$ cat config.mk
export PLATFORM = sky130hd
export DESIGN_NAME = diag_nmi_gen
export DESIGN_NICKNAME = d
export VERILOG_FILES = /design/src/rtl/diag_nmi_pkg.sv /design/src/rtl/diag_req_arbiter.sv /design/src/rtl/diag_lockout.sv /design/src/rtl/diag_pulse_timer.sv /design/src/rtl/diag_nmi_gen.sv
export SDC_FILE = /design/constraint.sdc
export NUM_CORES = 1
export LEC_CHECK = 0
export ABC_AREA = 1
export ABC_CLOCK_PERIOD_IN_PS = 4300
export CORE_MARGIN = 10
export CORE_UTILIZATION = 25
export DETAILED_ROUTE_END_ITERATION = 7
export GPL_ROUTABILITY_DRIVEN = 0
export GPL_TIMING_DRIVEN = 0
export REMOVE_ABC_BUFFERS = 1
export SETUP_SLACK_MARGIN = 0.05
export SYNTH_ARGS = -nofsm -noshare
export SYNTH_HDL_FRONTEND = slang
export SYNTH_SLANG_ARGS = --single-unit
$ cat constraint.sdc
create_clock -name clk -period 4.3 [get_ports clk]
set_clock_uncertainty 0.1 [all_clocks]
set_input_delay 0.645 -clock clk [delete_from_list [all_inputs] [get_ports clk]]
set_output_delay 0.645 -clock clk [all_outputs]
set_load 0.1 [all_outputs]
$ cat src/rtl/diag_nmi_pkg.sv
package diag_nmi_pkg;

    typedef enum logic [1:0] {
        CAUSE_NONE   = 2'b00,
        CAUSE_BUTTON = 2'b01,
        CAUSE_WDOG   = 2'b10,
        CAUSE_HOST   = 2'b11
    } nmi_cause_e;

    typedef struct packed {
        logic button;
        logic wdog;
        logic host;
    } nmi_req_t;

    typedef struct packed {
        logic       valid;
        nmi_cause_e cause;
        logic       logged;
    } nmi_grant_t;

    function automatic nmi_cause_e pick_cause(input nmi_req_t r);
        if (r.button)    return CAUSE_BUTTON;
        else if (r.wdog) return CAUSE_WDOG;
        else if (r.host) return CAUSE_HOST;
        else             return CAUSE_NONE;
    endfunction

    function automatic logic cause_is_logged(input nmi_cause_e c);
        return (c == CAUSE_BUTTON) || (c == CAUSE_WDOG);
    endfunction

endpackage

$ cat src/rtl/diag_req_arbiter.sv
module diag_req_arbiter
    import diag_nmi_pkg::*;
(
    input  logic       clk,
    input  logic       rst,
    input  nmi_req_t   req,
    output nmi_grant_t grant
);

    always_comb begin
        grant.cause  = pick_cause(req);
        grant.valid  = (grant.cause != CAUSE_NONE);
        grant.logged = cause_is_logged(grant.cause);
    end

    // a button request always wins the cause selection
    assert_button_first_R6: assert property (@(posedge clk) disable iff (rst)
        req.button |-> (grant.cause == CAUSE_BUTTON));

    // the host command is never marked for logging
    assert_host_unlogged_R4: assert property (@(posedge clk) disable iff (rst)
        (req == 3'b001) |-> !grant.logged);

endmodule

$ cat src/rtl/diag_lockout.sv
module diag_lockout (
    input  logic clk,
    input  logic rst,
    input  logic set_i,
    input  logic clr_i,
    output logic locked_o
);

    always_ff @(posedge clk) begin
        if (rst || clr_i) begin
            locked_o <= 1'b0;
        end else if (set_i) begin
            locked_o <= 1'b1;
        end
    end

    // a clear always removes the lock one cycle later
    assert_clear_unlocks_R7: assert property (@(posedge clk) disable iff (rst)
        clr_i |=> !locked_o);

    // once set, the lock persists until a clear arrives
    assert_lock_sticks_R3: assert property (@(posedge clk) disable iff (rst)
        (locked_o && !clr_i) |=> locked_o);

endmodule

$ cat src/rtl/diag_pulse_timer.sv
module diag_pulse_timer #(
    parameter int unsigned PULSE_CYCLES = 1_500_000,
    localparam int unsigned CW = $clog2(PULSE_CYCLES + 1)
) (
    input  logic clk,
    input  logic rst,
    input  logic start_i,
    input  logic stop_i,
    output logic active_o
);

    localparam logic [CW-1:0] LOAD = CW'(PULSE_CYCLES - 1);

    logic [CW-1:0] remain_q;

    always_ff @(posedge clk) begin
        if (rst || stop_i) begin
            active_o <= 1'b0;
            remain_q <= '0;
        end else if (start_i && !active_o) begin
            active_o <= 1'b1;
            remain_q <= LOAD;
        end else if (active_o) begin
            if (remain_q == '0) begin
                active_o <= 1'b0;
            end else begin
                remain_q <= remain_q - 1'b1;
            end
        end
    end

    // the remaining count never exceeds the loaded value
    assert_remain_bound_R2: assert property (@(posedge clk) disable iff (rst)
        active_o |-> (remain_q <= LOAD));

endmodule

$ cat src/rtl/diag_nmi_gen.sv
module diag_nmi_gen
    import diag_nmi_pkg::*;
#(
    parameter int unsigned PULSE_CYCLES = 1_500_000,
    localparam int unsigned CW = $clog2(PULSE_CYCLES + 1)
) (
    input  logic       clk,
    input  logic       rst,
    input  logic       sys_clr_i,
    input  logic       req_host_i,
    input  logic       req_button_i,
    input  logic       req_wdog_i,
    output logic       nmi_o,
    output logic       log_stb_o,
    output logic [1:0] log_cause_o
);

    nmi_req_t   req;
    nmi_grant_t grant;
    logic       locked;
    logic       accept;

    assign req.button = req_button_i;
    assign req.wdog   = req_wdog_i;
    assign req.host   = req_host_i;

    diag_req_arbiter u_arb (
        .clk   (clk),
        .rst   (rst),
        .req   (req),
        .grant (grant)
    );

    assign accept = grant.valid && !locked && !sys_clr_i;

    diag_lockout u_lock (
        .clk      (clk),
        .rst      (rst),
        .set_i    (accept),
        .clr_i    (sys_clr_i),
        .locked_o (locked)
    );

    diag_pulse_timer #(.PULSE_CYCLES(PULSE_CYCLES)) u_timer (
        .clk      (clk),
        .rst      (rst),
        .start_i  (accept),
        .stop_i   (sys_clr_i),
        .active_o (nmi_o)
    );

    always_ff @(posedge clk) begin
        if (rst) begin
            log_stb_o   <= 1'b0;
            log_cause_o <= CAUSE_NONE;
        end else if (accept && grant.logged) begin
            log_stb_o   <= 1'b1;
            log_cause_o <= grant.cause;
        end else begin
            log_stb_o   <= 1'b0;
            log_cause_o <= CAUSE_NONE;
        end
    end

    // assertion support: number of high cycles already seen in the current pulse
    logic [CW-1:0] hi_seen;
    always_ff @(posedge clk) begin
        if (rst || !nmi_o) hi_seen <= '0;
        else               hi_seen <= hi_seen + 1'b1;
    end

    // the pulse is never longer than PULSE_CYCLES
    assert_width_max_R2: assert property (@(posedge clk) disable iff (rst)
        nmi_o |-> (hi_seen < CW'(PULSE_CYCLES)));

    // a pulse that is not cut short by a clear lasts exactly PULSE_CYCLES
    assert_width_exact_R2: assert property (@(posedge clk) disable iff (rst)
        ($fell(nmi_o) && !$past(sys_clr_i)) |-> ($past(hi_seen) == CW'(PULSE_CYCLES - 1)));

    // a pulse can only begin while the lockout was clear
    assert_start_unlocked_R3: assert property (@(posedge clk) disable iff (rst)
        $rose(nmi_o) |-> $past(!locked));

    // the strobe marks only the first cycle of a pulse
    assert_stb_first_R5: assert property (@(posedge clk) disable iff (rst)
        log_stb_o |-> $rose(nmi_o));

    // the cause code is zero outside strobe cycles
    assert_cause_idle_R9: assert property (@(posedge clk) disable iff (rst)
        !log_stb_o |-> (log_cause_o == 2'b00));

    // the host cause code never reaches the log port
    assert_no_host_log_R4: assert property (@(posedge clk) disable iff (rst)
        log_stb_o |-> (log_cause_o == 2'b01 || log_cause_o == 2'b10));

    // a clear ends the pulse on the next cycle
    assert_clear_stops_R7: assert property (@(posedge clk) disable iff (rst)
        sys_clr_i |=> !nmi_o);

endmodule

[Yosys cells after proc, flatten, opt, wreduce, memory -nomap -nowiden]
Index checks and enable logic that the tools add are counted.
Storage, ports and cells
  word-level logic and storage cells: 38
  input bits: 6
  bits in registers: 26
  output and inout port bits: 4
Cells by class
  mux-type cells: 10
  bitwise operators: 2
  reduce and logical (&&, ||, !) cells: 16
  equal/unequal tests: 3
  $add $sub $neg: 1
Operator list (count)
  $mux W21: 3
  $logic_not A21 Y1: 1
  $sub A21 B1 Y21 const B: 1
  $mux W2: 3
  $logic_and A1 B1 Y1: 4
  $mux W1: 4
  $reduce_and A2 Y1: 2
  $reduce_bool A2 Y1: 2
  $reduce_or A2 Y1: 2
  $logic_not A1 Y1: 3
  $eq A2 B1 Y1 const B: 1
  $eq A2 B2 Y1 const B: 1
  $logic_or A1 B1 Y1: 2
  $ne A2 B1 Y1 const B: 1
  $not A1 Y1: 2

[Depth between registers and ports, before layout]
Gate-level depths: netlist of the first run.
  word-level depth: 9
  mapped depth: 11
  depth with buffers taken out: 11

[Cells and area by module]
A second synthesis of the first run with hierarchy kept.
Unflattened totals
  cell total of the unflattened synthesis: 252
  area total of the unflattened synthesis: 1614.0 sq um
By module, submodules not included
  diag_pulse_timer: seq. area each 440.4 sq um, area each 1416.4 sq um, times used 1, cells an instance 222
  diag_nmi_gen: seq. area each 60.1 sq um, area each 110.1 sq um, times used 1, cells an instance 14
  diag_req_arbiter: seq. area each 0.0 sq um, area each 48.8 sq um, times used 1, cells an instance 10
  diag_lockout: seq. area each 20.0 sq um, area each 38.8 sq um, times used 1, cells an instance 6

[Worst setup path before layout of the first run]
OpenSTA, ideal clock, no wires.
  path type: input port to flip-flop
  from: input port req_button_i
  to: register u_timer.remain_q[3]
  buffers on the path: 1
  required time: 4126 ps
  arrival: 1802 ps
  path slack: 2323 ps
  stages on the path: 8
  library setup time: 74 ps
  cell sequence: o21bai_1 > ha_1 > nor3_1 > inv_1 > nor2_1 > inv_2 > buf_2 > a31oi_1
On the way
  word-level cells in the longest chain between the ends: 7
  elaborated cells on any way between the ends: 9
  classes of those cells: 1 x eq/ne; 2 x mux; 6 x reduce/logical
RTL lines
  start, declared: RTL line diag_nmi_gen.sv:11  | input logic req_button_i,
  $mux W2 (*): RTL line diag_nmi_pkg.sv:23  | if (r.button) return CAUSE_BUTTON;
  $reduce_bool A2 Y1 (*): RTL line diag_req_arbiter.sv:12  | grant.valid = (grant.cause != CAUSE_NONE);
  $logic_and A1 B1 Y1 (*) (2 in a row): RTL line diag_nmi_gen.sv:34  | assign accept = grant.valid && !locked && !sys_clr_i;
  $logic_and A1 B1 Y1 (*): RTL line diag_pulse_timer.sv:20  | end else if (start_i && !active_o) begin
  $ne A2 B1 Y1 (no source line) or $reduce_bool A2 Y1 (tied branches)
  $reduce_and A2 Y1 (no source line)
  end signal, assigned: RTL line diag_pulse_timer.sv:27  | remain_q <= remain_q - 1'b1;
  end, declared: RTL line diag_pulse_timer.sv:14  | logic [CW-1:0] remain_q;
Every way passes the cells marked *; elsewhere a longest branch is shown, timed or not.
A chain may end at the register's enable or synchronous reset.

[Final worst setup path of the first run]
  from: register u_timer.active_o
  to: output port nmi_o
RTL lines
  start, declared: RTL line diag_pulse_timer.sv:9  | output logic active_o
  start signal, assigned: RTL line diag_pulse_timer.sv:18  | active_o <= 1'b0;
  start signal, assigned: RTL line diag_pulse_timer.sv:21  | active_o <= 1'b1;
  start signal, assigned: RTL line diag_pulse_timer.sv:25  | active_o <= 1'b0;
  end, declared: RTL line diag_nmi_gen.sv:13  | output logic nmi_o,
No word-level cell between the ends.

==> out/summary.md, run 1 <==
## Logic synthesis
* top_reg_cell synth: dfxtp_1
* Cell Area, Synth: 1592 um^2
* synthesized area per cell: 6.549 um^2
* number of enable flip-flop cells after synthesis: 0
* number of unique standard cell types used by synthesis: 25
* sequential-to-total area share from yosys stat: 0.3270
* number of instances in the synthesized netlist: 243
* async set or reset register ratio after synthesis: 0
* number of warnings issued by yosys: 0
* post-synthesis sequential element count: 26

## Route
* sum of met3 wire segment lengths after detailed routing: 145 um
* DRC errors left: 0
* DRC marker count from the first detailed-route iteration: 91
* routed length per placed instance: 10.05 um
* highest layer used for signal routing: met4
* sum of routed wire segments on met1: 1571 um
* via count: 1,407
* total length of routed met2 wires: 1531 um
* via density per instance: 4.329
* sum of routed wire length over all layers: 3266 um
* Pre-antenna DRT Iters: 4
* Antenna Violating Nets Remaining: 0

## Job
* max-capacitance violation count: 0

## Floorplanning
* Die H: 99.79 um
* overall die width: 99.79 um
* number of placed I/O pins: 10
* initial standard-cell utilization of the core: 0.2535
* placement row count: 29
* total core area: 6277 um^2
* Total Die Area: 9957 um^2

## Critical path
* Largest delay share family, worst path: buffers and inverters
* worst endpoint data arrival time: 2.42 ns
* delay of the slowest cell on the worst path: 1.29 ns
* CP max stage cell: clkdlybuf4s50_1
* data required time of the worst path: 3.56 ns
* kind of start point of the critical path: flip-flop
* class of the most critical setup path: flip-flop to primary output
* count of buffer and inverter cells on the critical path: 1
* worst-path fanout max: 23
* critical path cell sequence: clkdlybuf4s50_1
* endpoint type of the worst setup path: primary output

## Finish
* layout cell share with drive strength beyond 1: 0.07661
* final antenna diode count: 0
* most frequent cells in the layout: 52 x nand2_1, 39 x inv_1, 35 x nor2_1
* most frequent standard cell in the layout excluding fill and tap cells: nand2_1
* final-layout fill cell count: 676
* # nets final: 259
* final cell count without fillers: 325
* layout overhead on the synthesized area: 11.40%

## GRT
* aggregate global-route resource usage: 0.06819
* pin count of the biggest net entering global routing: 24
* Congestion Overflow GR: 0
* first-pass GRT wire length: 5733 um
* initial antenna violation count: 0
* via count of the first global-routing pass: 1,294

## CTS
* clock sink total: 26
* Inserted Clock Buffers: 3
* Setup Buffers After CTS: 0
* number of buffers added to fix hold violations after cts: 0
* clock transition at the registers of the reported paths: 0.08 ns
* count of H-tree levels built during CTS: 1
* buffer depth of the longest clock path: 2
* CTS tree: done
* CTS root buf: clkbuf_8
* count of instances resized after the clock tree is built: 0
* later-pin clock latency in the skew report: 0.27 ns

## Placed design
* count of buffers from port buffering: 9
* DP Wirelength: 2413 um
* Cells after DPL: 322

## STA
* number of pins exceeding their max-slew limit in the final report: 0
* Finish-stage setup viols: 0
* Tmin final: 3.168 ns
* post-route setup TNS: 0 ns
* Final Cycle Share: 0.7368
* Peak Freq: 0.3156 GHz
* Least-Margin Pin Slew: 0.9843 ns
* worst slew slack as a fraction of its limit: 0.3417
* unrepaired setup endpoints after global routing: no
* Worst Hold Slack: 0.3764 ns
* final count of hold timing violations: 0

## Pwr
* net switching component of the power: 205.3 uW
* combinational share of power: 0.309
* Internal Power: 374.9 uW
* leakage: 0.8306 nW
* switching power share of the total: 0.3539
* largest vdd supply drop: 0.2082 mV
* Total Power: 580.2 uW
* sequential share of power: 0.454
* power density relative to cell area: 327.3 nW/um^2
* fraction of power consumed by the clock network: 0.237

## Run status
* outcome: finished clean

## Min path
* min-delay worst type: flip-flop to flip-flop

==> per-stage QoR <==
stage / utilization / instance area [um^2] / setup slack, ns
after floorplan: - / 1545 / 2.150
after global placement: 0.2759 / 1732 / 1.427
after detailed placement: 0.2759 / 1732 / 1.428
after CTS: 0.2824 / 1773 / 1.124
after global routing: 0.2824 / 1773 / 1.020
final: 0.2824 / 1773 / 1.132
==> synthesized netlist by cell type (all sizes together), types with 2 or more instances <==
master,count,share of area
a31oi,3,0.012
nand2,57,0.15
nand4,11,0.043
nor2,43,0.13
inv,41,0.097
dfxtp,26,0.33
a21oi,9,0.028
buf,6,0.027
o21ai,2,0.0063
nor3,2,0.0063
nand3,28,0.096
ha,3,0.024
xor2,7,0.039
==> final cells by class <==
class,instances,area [um^2],share of cell area
repair buffers,9,90.09,0.05081
multi-input cells,169,870.8,0.4912
well taps,77,96.34,0.05434
inverters,41,153.9,0.08680
clock buffers,3,41.29,0.02329
flip-flops and latches,26,520.5,0.2936
==> power by group through the flow <==
stage                     clock (mW)  sequential [mW]  combinational, mW
final                          0.138            0.263              0.179
after global routing           0.155            0.265              0.204
after CTS                      0.147            0.263              0.181
after detailed placement           0            0.269              0.180
after global placement             0            0.269              0.179
after floorplan                    0            0.278              0.133
==> state kept, by name, indices dropped and copies added (netlist names) <==
register and cells:
u_timer.remain_q 21, log_cause_o 2, u_timer.active_o 1, u_lock.locked_o 1, log_stb_o 1
==> worst register-to-register path: stages, from the launching register on <==
cell and delay [ns]:
dfxtp_1 0.86, nor2_1 0.14, inv_2 0.28, nand2_1 0.25, a21oi_1 0.20
==> layer usage <==
layer  up-vias  GRT usage
met5         -          0
met4         0    0.01654
met3         2    0.01786
met2        23     0.1170
met1       611    0.08252
li1        771          -
==> final timing paths <==
path	from	endpoint	slack, ns	cells after the start
setup / recovery	u_timer.active_o	nmi_o	1.13	1
hold / removal	u_lock.locked_o	u_lock.locked_o	0.38	2
setup reg to reg	u_timer.active_o	u_timer.remain_q[16]	2.41	4
hold reg to reg	u_lock.locked_o	u_lock.locked_o	0.38	2
==> kinds of logic after synthesis <==
kind of cell / after synthesis / synth area share
compound gates: 15 / 0.05110
xor+xnor: 8 / 0.04403
fa+ha+maj: 3 / 0.02359
buf+inv: 48 / 0.1258
flops: 26 / 0.3270
simple gates: 143 / 0.4285
Power figures use the tool's default switching activity.
==> run 2: changes to the inputs <==
--- a/config.mk
+++ b/config.mk
@@ -6,7 +6,7 @@
 export NUM_CORES = 1
 export LEC_CHECK = 0
 export ABC_AREA = 1
-export ABC_CLOCK_PERIOD_IN_PS = 4300
+export ABC_CLOCK_PERIOD_IN_PS = 2650
 export CORE_MARGIN = 10
 export CORE_UTILIZATION = 25
 export DETAILED_ROUTE_END_ITERATION = 7
==> constraint.sdc (replaced) <==
create_clock -name clk -period 2.65 [get_ports clk]
set_clock_uncertainty 0.1 [all_clocks]
set_input_delay 0.3975 -clock clk [delete_from_list [all_inputs] [get_ports clk]]
set_output_delay 0.3975 -clock clk [all_outputs]
set_load 0.1 [all_outputs]
==> run 2 against run 1 <==
Against the previous run:
- die area unchanged
- non-clock buffer count unchanged
- routed wire length about the same
- total power increased by 62%
- via count unchanged
- combinational power increased by 62%
- critical endpoint unchanged
- largest power group unchanged
==> out/summary.md, run 2 (synthesized netlist as in run 1, its figures left out) <==
## Finish
* post-route design area: 1768 um^2, -0.28%
* layout overhead on the synthesized area: 11.09%
* most frequent standard cell in the layout excluding fill and tap cells: nand2_1
* final-layout fill cell count: 676, unchanged
* largest register by flop count: u_timer.remain_q
* # nets final: 259, unchanged
* leading registers by flop count: u_timer.remain_q: 21 flops, log_cause_o: 2 flops
* final core area utilization: 0.2816, -0.0007980
* layout cell share with drive strength beyond 1: 0.08065, +0.004032
* number of flip-flops under the largest register name: 21, unchanged
* final antenna diode count: 0, unchanged
* most frequent cells in the layout: 52 x nand2_1, 39 x inv_1, 35 x nor2_1
* final cell count without fillers: 325, unchanged

## Floorplanning
* initial standard-cell utilization of the core: 0.2535, unchanged
* Total Die Area: 9957 um^2, unchanged
* overall die width: 99.79 um, unchanged
* Die H: 99.79 um, unchanged
* placement row count: 29, unchanged
* total core area: 6277 um^2, unchanged
* number of placed I/O pins: 10, unchanged

## Min path
* critical hold path startpoint: u_lock.locked_o
* min-delay worst type: flip-flop to flip-flop

## Pwr
* leakage: 0.8316 nW, +0.13%
* switching power share of the total: 0.3541, about the same
* power density relative to cell area: 532.1 nW/um^2, +63%
* combinational share of power: 0.309, about the same
* largest vdd supply drop: 0.3379 mV, +62%
* Internal Power: 607.6 uW, +62%
* sequential share of power: 0.454, about the same
* net switching component of the power: 333.2 uW, +62%
* fraction of power consumed by the clock network: 0.237, about the same

## Placed design
* Cells after DPL: 322, unchanged
* placed cell areas: 1732 um^2, unchanged
* DP Wirelength: 2413 um, unchanged
* count of buffers from port buffering: 9, unchanged

## Critical path
* class of the most critical setup path: flip-flop to primary output
* worst setup path startpoint: u_timer.active_o
* CP max stage cell: dfxtp_1
* critical path cell sequence: clkbuf_2
* Worst R2R Start: u_timer.active_o
* Largest delay share family, worst path: flip-flops
* worst endpoint data arrival time: 1.73 ns, -0.69 ns
* count of buffer and inverter cells on the critical path: 1, unchanged
* delay of the slowest cell on the worst path: 0.86 ns, -0.43 ns
* endpoint type of the worst setup path: primary output
* kind of start point of the critical path: flip-flop
* worst-path fanout max: 23, unchanged
* data required time of the worst path: 2.15 ns, -1.41 ns

## CTS
* CTS root buf: clkbuf_8
* clock sink total: 26, unchanged
* Inserted Clock Buffers: 3, unchanged
* buffer depth of the longest clock path: 2, unchanged
* count of H-tree levels built during CTS: 1, unchanged
* clock transition at the registers of the reported paths: 0.08 ns, about the same
* number of buffers added to fix hold violations after cts: 0, unchanged
* CTS tree: done
* later-pin clock latency in the skew report: 0.27 ns, about the same

## Route
* routed length per placed instance: 10.06 um, about the same
* via density per instance: 4.329, unchanged
* sum of routed wire length over all layers: 3268 um, about the same
* DRC marker count from the first detailed-route iteration: 94, +3.3%
* Pre-antenna DRT Iters: 4, unchanged
* DRC errors left: 0, unchanged
* Antenna Violating Nets Remaining: 0, unchanged
* via count: 1,407, unchanged

## GRT
* Congestion Overflow GR: 0, unchanged
* most used routing layer: met2
* GR met1 Demand/Resource: 0.08252, unchanged
* met2 track demand over resource in global routing: 0.1170, unchanged
* via count of the first global-routing pass: 1,294, unchanged
* grt met3 use: 0.01786, unchanged
* first-pass GRT wire length: 5733 um, unchanged
* pin count of the biggest net entering global routing: 24, unchanged
* initial antenna violation count: 0, unchanged
* aggregate global-route resource usage: 0.06819, unchanged

## STA
* worst slew slack as a fraction of its limit: 0.3516, +0.009885
* Finish-stage setup viols: 0, unchanged
* final count of hold timing violations: 0, unchanged
* Peak Freq: 0.4499 GHz
* post-route setup TNS: 0 ns, unchanged
* unrepaired setup endpoints after global routing: no
* Tmin final: 2.223 ns
* Final Cycle Share: 0.8388
* number of pins exceeding their max-slew limit in the final report: 0, unchanged
* Least-Margin Pin Slew: 0.9695 ns, -0.01478 ns

## Run status
* outcome: finished clean

## Job
* max-capacitance violation count: 0, unchanged

-- run 2: cell count changes in the layout (fill, tap and decap cells not counted) --
| cell | delta |
|---|---|
| clkdlybuf4s50_1 | -1 |
| clkbuf_2 | +1 |
-- run 2: path summary, 6_finish.rpt --
path	slack (ns)	endpoint	cells past startpoint
min	0.38	u_lock.locked_o	2
max reg2reg	0.76	u_timer.remain_q[16]	4
max	0.43	nmi_o	1
min reg2reg	0.38	u_lock.locked_o	2
-- run 2: layout make-up --
| class | count | area (um^2) | area share |
|---|---|---|---|
| multi-input cells | 169 | 870.8 | 0.4926 |
| clock buffers | 3 | 41.29 | 0.02335 |
| repair buffers | 9 | 85.08 | 0.04812 |
| well taps | 77 | 96.34 | 0.05449 |
| inverters | 41 | 153.9 | 0.08705 |
| flip-flops and latches | 26 | 520.5 | 0.2944 |
-- run 2: what timing repair did --
item | in CTS | in global routing
setup buffers | 0 | 0
setup endpoints to repair | 1 | 1
resized for setup | 1 | 2
-- run 2: per-stage QoR --
step | hold WS (ns) | total power, mW | worst slack, ns
final | 0.3764 | 0.9408 | 0.4271
after global routing | 0.4151 | 1.013 | 0.3162
after global placement | 0.3581 | 0.7265 | 0.02438
after floorplan | 0.3418 | 0.6672 | 0.4996
after detailed placement | 0.3662 | 0.7280 | 0.02587
after CTS | 0.3874 | 0.9593 | 0.06280
-- run 2: worst reg2reg max path, cell delays in order (launching register included) --
cell and delay (ns):
dfxtp_1 0.86, nor2_1 0.14, inv_2 0.28, nand2_1 0.25, a21oi_1 0.20
-- run 2: routing by layer --
layer,vias to the layer above,wire (um),part of all wire
met3,2,145,0.044
met2,23,1531,0.47
met1,611,1574,0.48
met4,0,17,0.0052
li1,771,-,-
met5,-,0,0
-- run 2: power by group through the flow --
stage                     Sequential, mW  Clock, mW  Combinational (mW)
after CTS                          0.427      0.239               0.293
after detailed placement           0.436          0               0.292
after floorplan                    0.451          0               0.216
after global routing               0.430      0.251               0.331
final                              0.427      0.223               0.290
after global placement             0.436          0               0.290
